## config.mk

```make
export PLATFORM = sky130hd
export DESIGN_NAME = nor_block_rewriter
export DESIGN_NICKNAME = d
export VERILOG_FILES = /design/src/rtl/nor_seq_pkg.sv /design/src/rtl/nor_status_eval.sv /design/src/rtl/nor_prog_cursor.sv /design/src/rtl/nor_retry_ctr.sv /design/src/rtl/nor_block_rewriter.sv
export SDC_FILE = /design/constraint.sdc
export NUM_CORES = 1
export LEC_CHECK = 0
export CORE_MARGIN = 2
export CORE_UTILIZATION = 53
export DETAILED_ROUTE_END_ITERATION = 7
export PLACE_DENSITY = 0.88
export SETUP_SLACK_MARGIN = 0.3
export SLEW_MARGIN = 20
export SYNTH_ARGS = -nofsm -noshare
export SYNTH_HDL_FRONTEND = slang
export SYNTH_SLANG_ARGS = --single-unit
```

## constraint.sdc

```tcl
create_clock -name clk -period 11.7 [get_ports clk]
set_clock_uncertainty 0.15 [all_clocks]
set_input_delay 2.34 -clock clk [delete_from_list [all_inputs] [get_ports clk]]
set_output_delay 2.34 -clock clk [all_outputs]
set_load 0.01 [all_outputs]
```

## src/rtl/nor_seq_pkg.sv

```systemverilog
package nor_seq_pkg;

    typedef enum logic [2:0] {
        CAUSE_NONE    = 3'd0,
        CAUSE_VPP     = 3'd1,
        CAUSE_ERASE   = 3'd2,
        CAUSE_PROG    = 3'd3,
        CAUSE_LOCK    = 3'd4,
        CAUSE_SEQ     = 3'd5,
        CAUSE_TIMEOUT = 3'd6,
        CAUSE_ALIGN   = 3'd7
    } cause_e;

    typedef enum logic [4:0] {
        S_IDLE, S_ID_CMD, S_ID_RD, S_LK_SETUP, S_LK_ACT,
        S_ER_CMD, S_ER_CONF, S_POLL_CMD, S_POLL_RD, S_CLR,
        S_ARRAY, S_BP_SETUP, S_BP_RD, S_BP_CNT, S_BP_DATA,
        S_BP_CONF, S_DONE
    } state_e;

    typedef enum logic [1:0] {
        PH_UNLOCK, PH_ERASE, PH_PROG, PH_RELOCK
    } phase_e;

    localparam logic [15:0] OP_READ_ID    = 16'h0090;
    localparam logic [15:0] OP_STATUS     = 16'h0070;
    localparam logic [15:0] OP_ARRAY      = 16'h00FF;
    localparam logic [15:0] OP_CLEAR      = 16'h0050;
    localparam logic [15:0] OP_LOCK_SETUP = 16'h0060;
    localparam logic [15:0] OP_CONFIRM    = 16'h00D0;
    localparam logic [15:0] OP_LOCK_SET   = 16'h0001;
    localparam logic [15:0] OP_ERASE      = 16'h0020;
    localparam logic [15:0] OP_BUF_REQ    = 16'h00E8;

    function automatic logic [31:0] both_halves(input logic [15:0] v);
        return {v, v};
    endfunction

endpackage

```

## src/rtl/nor_status_eval.sv

```systemverilog
module nor_status_eval
    import nor_seq_pkg::*;
(
    input  logic [31:0] word,
    output logic        ready,
    output logic        locked,
    output logic        lockdown,
    output cause_e      erase_cause,
    output cause_e      prog_cause
);
    logic [15:0] fold;
    logic        f_vpp, f_erase, f_prog, f_lock, f_seq;

    always_comb begin
        fold     = word[31:16] | word[15:0];
        ready    = word[7] & word[23];
        locked   = fold[0];
        lockdown = fold[1];
        f_vpp    = fold[3];
        f_erase  = fold[5];
        f_prog   = fold[4];
        f_lock   = fold[1];
        f_seq    = word[4] & word[5] & word[20] & word[21];

        if (f_vpp)        erase_cause = CAUSE_VPP;
        else if (f_seq)   erase_cause = CAUSE_SEQ;
        else if (f_erase) erase_cause = CAUSE_ERASE;
        else if (f_lock)  erase_cause = CAUSE_LOCK;
        else              erase_cause = CAUSE_NONE;

        if (f_vpp)        prog_cause = CAUSE_VPP;
        else if (f_prog)  prog_cause = CAUSE_PROG;
        else if (f_lock)  prog_cause = CAUSE_LOCK;
        else              prog_cause = CAUSE_NONE;
    end
endmodule

```

## src/rtl/nor_prog_cursor.sv

```systemverilog
module nor_prog_cursor #(
    parameter int NCHUNK      = 4,
    parameter int CHUNK_WORDS = 32,
    localparam int KW = (NCHUNK > 1) ? $clog2(NCHUNK) : 1,
    localparam int WW = (CHUNK_WORDS > 1) ? $clog2(CHUNK_WORDS) : 1
) (
    input  logic          clk,
    input  logic          rst_n,
    input  logic          clear,
    input  logic          word_step,
    input  logic          chunk_step,
    output logic [KW-1:0] chunk,
    output logic [WW-1:0] word,
    output logic          last_word,
    output logic          last_chunk
);
    assign last_word  = (word == WW'(CHUNK_WORDS - 1));
    assign last_chunk = (chunk == KW'(NCHUNK - 1));

    always_ff @(posedge clk or negedge rst_n) begin
        if (!rst_n) begin
            chunk <= '0;
            word  <= '0;
        end else if (clear) begin
            chunk <= '0;
            word  <= '0;
        end else begin
            if (chunk_step) begin
                chunk <= chunk + 1'b1;
                word  <= '0;
            end else if (word_step) begin
                word <= last_word ? '0 : word + 1'b1;
            end
        end
    end
endmodule

```

## src/rtl/nor_retry_ctr.sv

```systemverilog
module nor_retry_ctr #(
    parameter int LIMIT = 1000,
    localparam int W = $clog2(LIMIT + 1)
) (
    input  logic clk,
    input  logic rst_n,
    input  logic clear,
    input  logic step,
    output logic last
);
    logic [W-1:0] cnt;

    assign last = (cnt == W'(LIMIT - 1));

    always_ff @(posedge clk or negedge rst_n) begin
        if (!rst_n)      cnt <= '0;
        else if (clear)  cnt <= '0;
        else if (step)   cnt <= cnt + 1'b1;
    end
endmodule

```

## src/rtl/nor_block_rewriter.sv

```systemverilog
module nor_block_rewriter
    import nor_seq_pkg::*;
#(
    parameter int AW          = 32,
    parameter int BLOCK_BYTES = 512,
    parameter int CHUNK_WORDS = 32,
    parameter int RETRY_MAX   = 1000,
    localparam int IW = $clog2(BLOCK_BYTES / 4)
) (
    input  logic          clk,
    input  logic          rst_n,
    input  logic          start,
    input  logic [AW-1:0] blk_addr,
    output logic          done,
    output logic          err,
    output logic [2:0]    err_cause,
    output logic          lockdown_warn,
    output logic          bus_req,
    output logic          bus_we,
    output logic [AW-1:0] bus_addr,
    output logic [31:0]   bus_wdata,
    input  logic          bus_ack,
    input  logic [31:0]   bus_rdata,
    output logic [IW-1:0] src_idx,
    input  logic [31:0]   src_data
);
    localparam int CHUNK_BYTES = CHUNK_WORDS * 4;
    localparam int NCHUNK      = BLOCK_BYTES / CHUNK_BYTES;
    localparam int CB_LOG      = $clog2(CHUNK_BYTES);
    localparam int KW          = (NCHUNK > 1) ? $clog2(NCHUNK) : 1;
    localparam int WW          = (CHUNK_WORDS > 1) ? $clog2(CHUNK_WORDS) : 1;
    localparam logic [AW-1:0] ID_OFS = AW'(8);

    state_e  state;
    phase_e  phase;
    cause_e  cause_r;
    logic    err_r, warn_r;
    logic [AW-1:0] blk_q;

    logic    st_ready, st_locked, st_lockdown;
    cause_e  erase_cause, prog_cause;
    logic [KW-1:0] chunk;
    logic [WW-1:0] word;
    logic    last_word, last_chunk, retry_last;
    logic    cur_clear, chunk_step, word_step, retry_clear, retry_step;
    logic    aligned;
    logic [AW-1:0] chunk_addr, data_addr;

    nor_status_eval u_eval (
        .word        (bus_rdata),
        .ready       (st_ready),
        .locked      (st_locked),
        .lockdown    (st_lockdown),
        .erase_cause (erase_cause),
        .prog_cause  (prog_cause)
    );

    nor_prog_cursor #(.NCHUNK(NCHUNK), .CHUNK_WORDS(CHUNK_WORDS)) u_cursor (
        .clk        (clk),
        .rst_n      (rst_n),
        .clear      (cur_clear),
        .word_step  (word_step),
        .chunk_step (chunk_step),
        .chunk      (chunk),
        .word       (word),
        .last_word  (last_word),
        .last_chunk (last_chunk)
    );

    nor_retry_ctr #(.LIMIT(RETRY_MAX)) u_retry (
        .clk   (clk),
        .rst_n (rst_n),
        .clear (retry_clear),
        .step  (retry_step),
        .last  (retry_last)
    );

    always_comb begin
        aligned     = (blk_q[CB_LOG-1:0] == '0);
        chunk_addr  = blk_q + (AW'(chunk) << CB_LOG);
        data_addr   = chunk_addr + (AW'(word) << 2);
        cur_clear   = (state == S_ARRAY) && bus_ack && (phase == PH_ERASE);
        chunk_step  = (state == S_ARRAY) && bus_ack && (phase == PH_PROG)
                      && !err_r && !last_chunk;
        word_step   = (state == S_BP_DATA) && bus_ack;
        retry_clear = (state == S_ARRAY);
        retry_step  = (state == S_BP_RD) && bus_ack && !st_ready && !retry_last;
        src_idx     = (IW'(chunk) << WW) | IW'(word);
    end

    // State register and run flags
    always_ff @(posedge clk or negedge rst_n) begin
        if (!rst_n) begin
            state   <= S_IDLE;
            phase   <= PH_UNLOCK;
            cause_r <= CAUSE_NONE;
            err_r   <= 1'b0;
            warn_r  <= 1'b0;
            blk_q   <= '0;
        end else begin
            unique case (state)
                S_IDLE: if (start) begin
                    blk_q   <= blk_addr;
                    cause_r <= CAUSE_NONE;
                    err_r   <= 1'b0;
                    warn_r  <= 1'b0;
                    state   <= S_ID_CMD;
                end
                S_ID_CMD: if (bus_ack) state <= S_ID_RD;
                S_ID_RD: if (bus_ack) begin
                    warn_r <= st_lockdown;
                    if (st_locked) begin
                        phase <= PH_UNLOCK;
                        state <= S_LK_SETUP;
                    end else begin
                        phase <= PH_ERASE;
                        state <= S_ER_CMD;
                    end
                end
                S_LK_SETUP: if (bus_ack) state <= S_LK_ACT;
                S_LK_ACT:   if (bus_ack) state <= S_POLL_CMD;
                S_ER_CMD:   if (bus_ack) state <= S_ER_CONF;
                S_ER_CONF:  if (bus_ack) state <= S_POLL_CMD;
                S_POLL_CMD: if (bus_ack) state <= S_POLL_RD;
                S_POLL_RD: if (bus_ack) begin
                    if (!st_ready) begin
                        state <= S_POLL_CMD;
                    end else if (phase == PH_ERASE && erase_cause != CAUSE_NONE) begin
                        cause_r <= erase_cause;
                        err_r   <= 1'b1;
                        state   <= S_CLR;
                    end else if (phase == PH_PROG && prog_cause != CAUSE_NONE) begin
                        cause_r <= prog_cause;
                        err_r   <= 1'b1;
                        state   <= S_CLR;
                    end else begin
                        state <= S_ARRAY;
                    end
                end
                S_CLR: if (bus_ack) state <= S_ARRAY;
                S_ARRAY: if (bus_ack) begin
                    unique case (phase)
                        PH_UNLOCK: begin
                            phase <= PH_ERASE;
                            state <= S_ER_CMD;
                        end
                        PH_ERASE: begin
                            if (err_r) begin
                                phase <= PH_RELOCK;
                                state <= S_LK_SETUP;
                            end else if (!aligned) begin
                                cause_r <= CAUSE_ALIGN;
                                err_r   <= 1'b1;
                                phase   <= PH_RELOCK;
                                state   <= S_LK_SETUP;
                            end else begin
                                phase <= PH_PROG;
                                state <= S_BP_SETUP;
                            end
                        end
                        PH_PROG: begin
                            if (err_r || last_chunk) begin
                                phase <= PH_RELOCK;
                                state <= S_LK_SETUP;
                            end else begin
                                state <= S_BP_SETUP;
                            end
                        end
                        PH_RELOCK: state <= S_DONE;
                        default:   state <= S_DONE;
                    endcase
                end
                S_BP_SETUP: if (bus_ack) state <= S_BP_RD;
                S_BP_RD: if (bus_ack) begin
                    if (st_ready) begin
                        state <= S_BP_CNT;
                    end else if (retry_last) begin
                        cause_r <= CAUSE_TIMEOUT;
                        err_r   <= 1'b1;
                        state   <= S_ARRAY;
                    end else begin
                        state <= S_BP_SETUP;
                    end
                end
                S_BP_CNT:  if (bus_ack) state <= S_BP_DATA;
                S_BP_DATA: if (bus_ack && last_word) state <= S_BP_CONF;
                S_BP_CONF: if (bus_ack) state <= S_POLL_CMD;
                S_DONE:    state <= S_IDLE;
                default:   state <= S_IDLE;
            endcase
        end
    end

    // Output decode
    always_comb begin
        bus_req   = 1'b1;
        bus_we    = 1'b1;
        bus_addr  = blk_q;
        bus_wdata = both_halves(OP_ARRAY);
        unique case (state)
            S_IDLE, S_DONE: begin
                bus_req = 1'b0;
                bus_we  = 1'b0;
            end
            S_ID_CMD: begin
                bus_addr  = blk_q + ID_OFS;
                bus_wdata = both_halves(OP_READ_ID);
            end
            S_ID_RD: begin
                bus_we   = 1'b0;
                bus_addr = blk_q + ID_OFS;
            end
            S_LK_SETUP: bus_wdata = both_halves(OP_LOCK_SETUP);
            S_LK_ACT:   bus_wdata = (phase == PH_RELOCK) ? both_halves(OP_LOCK_SET)
                                                         : both_halves(OP_CONFIRM);
            S_ER_CMD:   bus_wdata = both_halves(OP_ERASE);
            S_ER_CONF:  bus_wdata = both_halves(OP_CONFIRM);
            S_POLL_CMD: bus_wdata = both_halves(OP_STATUS);
            S_POLL_RD:  bus_we    = 1'b0;
            S_CLR:      bus_wdata = both_halves(OP_CLEAR);
            S_ARRAY:    bus_wdata = both_halves(OP_ARRAY);
            S_BP_SETUP: begin
                bus_addr  = chunk_addr;
                bus_wdata = both_halves(OP_BUF_REQ);
            end
            S_BP_RD: begin
                bus_we   = 1'b0;
                bus_addr = chunk_addr;
            end
            S_BP_CNT: begin
                bus_addr  = chunk_addr;
                bus_wdata = both_halves(16'(CHUNK_WORDS - 1));
            end
            S_BP_DATA: begin
                bus_addr  = data_addr;
                bus_wdata = src_data;
            end
            S_BP_CONF: bus_wdata = both_halves(OP_CONFIRM);
            default: begin
                bus_req = 1'b0;
                bus_we  = 1'b0;
            end
        endcase
        done          = (state == S_DONE);
        err           = err_r;
        err_cause     = cause_r;
        lockdown_warn = warn_r;
    end
endmodule

```

==> run metrics <==
1st-iter DRT viols 832; Die X-Extent 111 um; Critical Path Most Common Cell nor3_1; remaining antenna violation count after routing 0; Worst path max stage delay 590 ps; sum of routed wire length over all layers 18.3 mm; Syn Nets 901; run status completed; arrival time of data at the critical path endpoint 4600 ps; critical-path maximum fanout 7; cell chain of the critical path ha_1 > inv_1 > fa_1 > nand2b_1 > nor3_1 > o22ai_1 > nor3_1 > nand4_1 > nor3_1 > xor2_1 > o221ai_1 > clkdlybuf4s50_1; initial antenna violation count 0; root buffer cell clkbuf_16; total gr overflow 0; final critical-path required period 7090 ps; CTS Buf Count 9; vias in the first global route approximately 6200; fill count around 900; core utilization of the finished layout 70.6%; number of flops mapped to enable cells by yosys 0; number of sinks driven by the clock tree 61; weighted congestion reported at the end of routability-driven placement 0.975; share of synthesized registers carrying an async set or reset 100%; fmax 0.141 GHz; RSZ-0062 raised after global routing false; YS warnings 0; max-cap viol count 0; Initial Utilization 54.1%; Worst Max-Slew Pin Slew 987 ps; post-layout instance count excluding filler cells 1051; master of the slowest instance on the critical path clkdlybuf4s50_1; crit path setup slack, layout 4610 ps; clock latency at the later pin of the worst-skew pair around 340 ps; commonest non-fill, non-tap cell in the layout clkdlybuf4s50_1; TritonCTS clock tree yes; proportion of layout cells with a drive suffix above 1 under 10%; worst vdd ir 0.000185 V; final count of hold timing violations 0; kind of start point of the critical path register; Cell Pwr Density 270 nW/um2; post-placement cell count 1035; Post-layout nets 1021; most instantiated flip-flop cell in the synthesis netlist dfrtp_1; area of the core region 11300 um2; critical path class register to primary output; post-CTS setup buffer count 0; number of buffers on the longest clock path 2; power consumption 2.16 mW; I/O Buffers approximately 160; leakage power figure roughly 3.1 nW; drt via density 6.34; path class of the lowest-slack min-delay path register to register; post-synthesis to final-layout area growth 30.7%; pin count of the biggest net entering global routing 62; setup_tns 0 ps; Setup Viol. Count Final 0; relative max-transition margin 33.6%; multi-input logic area between 4000 and 5000 um2; post-synthesis cell area about 6100 um2; H-Tree Level Count 3; portion of the clock cycle consumed by the worst path in the final layout 60.6%; Synth Area per Inst around 7.8 um2; final hold slack about 350 ps; number of buffers inserted for hold repair after clock tree synthesis 0; final instance area around 8000 um2; CTS clock-pin slew for the worst setup and hold paths 60 ps; Final Slew Violations 0; ports placed on the boundary 179; die height 111 um; Yosys top cell area share 24.9%; Placement Setup Slack roughly 5000 ps; detailed-route via count 6659; Post-Place Cell Area between 7000 and 8000 um2; cell count after synthesis 783; register bit count reported by yosys 61; first-pass GRT wire length 30.3 mm; register area share after synthesis 24.9%; Die Area 12400 um2; area occupied by registers 1530 um2; worst endpoint required time 9210 ps; cell taking the most area after synthesis dfrtp_1; Ant. Diodes 0; critical path capture point type primary output; Residual DRC 0; mean routed wirelength per cell 17.5 um; PostCTS Resize Cnt 0; most frequent cells in the layout 157 x clkdlybuf4s50_1, 81 x nand2_1, 71 x nor2_1, 61 x dfrtp_1, 53 x o21ai_0; Row Count 39; cell types occupying the most area after synthesis dfrtp_1 25%, mux2_2 6.1%, nand2_1 5.0%; Total GRT Usage 29.2%; DP Wirelength 13.2 mm; number of different library cells in the post-synthesis netlist a little over 70; number of detailed-route iterations in the first pass 7
==> kinds of logic after synthesis <==
kind of cell	count (synthesis)	share of synthesized area, %
AOI/OAI and AO/OA	211	22.1
xor gates and xnor gates	52	7.57
adders and majority gates	18	3.93
buffers and inverters	71	4.97
DFF	61	24.9
muxes	36	6.56
and+or+nand+nor	334	29.9
==> per-layer routing <==
| layer | global-route usage (%) | up-vias | share of wire, % |
|---|---|---|---|
| met1 | 40.1 | 3122 | 42 |
| met2 | 47.1 | 360 | 47 |
| met5 | 0 | - | 0 |
| met4 | 10.1 | 0 | 3.2 |
| li1 | - | 3112 | - |
| met3 | 4.63 | 65 | 8.3 |
==> worst paths after layout <==
kind | from | end | slack (ps) | cells past startpoint
worst max-delay path | blk_q[7] | bus_addr[30] | 4610 | 12
min in group asynchronous | rst_n | blk_q[14] | 2010 | 2
worst min register to register | err_cause[2] | err_cause[2] | 350 | 1
max in group asynchronous | rst_n | u_retry.cnt[8] | 8850 | 2
worst max register to register | state[2] | u_cursor.word[2] | 8460 | 6
worst min-delay path | err_cause[2] | err_cause[2] | 350 | 1
==> state kept, by name (all words and copies together), names as in the netlist <==
register        flops
u_retry.cnt        10
blk_q              32
err                 1
u_cursor.chunk      2
phase               2
u_cursor.word       5
err_cause           3
lockdown_warn       1
state               5
==> synth_stat cells (5+ instances only) <==
cell / n
buf_2: 6
inv_1: 15
buf_1: 5
buf_4: 8
a31oi_1: 6
and2_1: 25
or3_1: 5
and3_1: 9
a211oi_1: 6
a21o_1: 15
nand3b_1: 5
dfrtp_1: 61
nor2_1: 72
nand3_1: 29
o21ai_0: 53
nor3_1: 19
xor2_1: 19
nand2b_1: 16
xnor2_1: 32
nand4b_1: 5
mux2_2: 33
o22ai_1: 9
nand4_1: 16
ha_1: 16
a21oi_1: 51
nor4_1: 14
clkbuf_1: 37
o31ai_1: 8
o211ai_1: 8
o221ai_1: 7
o21ai_1: 5
nand2_1: 81
nor2b_1: 9
==> final cells by class <==
class	instances	area share [%]
multi-input cells	651	53.7
clock inverters	6	0.876
well taps	143	2.24
flip-flops and latches	61	19.1
inverters	15	0.704
repair buffers	165	20.4
clock buffers	10	2.99
==> worst max-delay path, delay by kind of cell (launching register included) <==
kind	cells	cell delay [ps]
AO/OA/AOI/OAI	2	460
XOR/XNOR	1	100
adder cells (fa/ha/maj)	2	740
buffers and inverters	2	660
flip-flops	1	440
AND/OR/NAND/NOR	5	1870
==> power breakdown <==
| group | internal (mW) | switching [mW] |
|---|---|---|
| registers | 0.293 | 0.204 |
| logic | 0.687 | 0.696 |
| clock network | 0.172 | 0.106 |
| total | 1.15 | 1.01 |
Note: power is estimated with default switching activity, not from simulation.
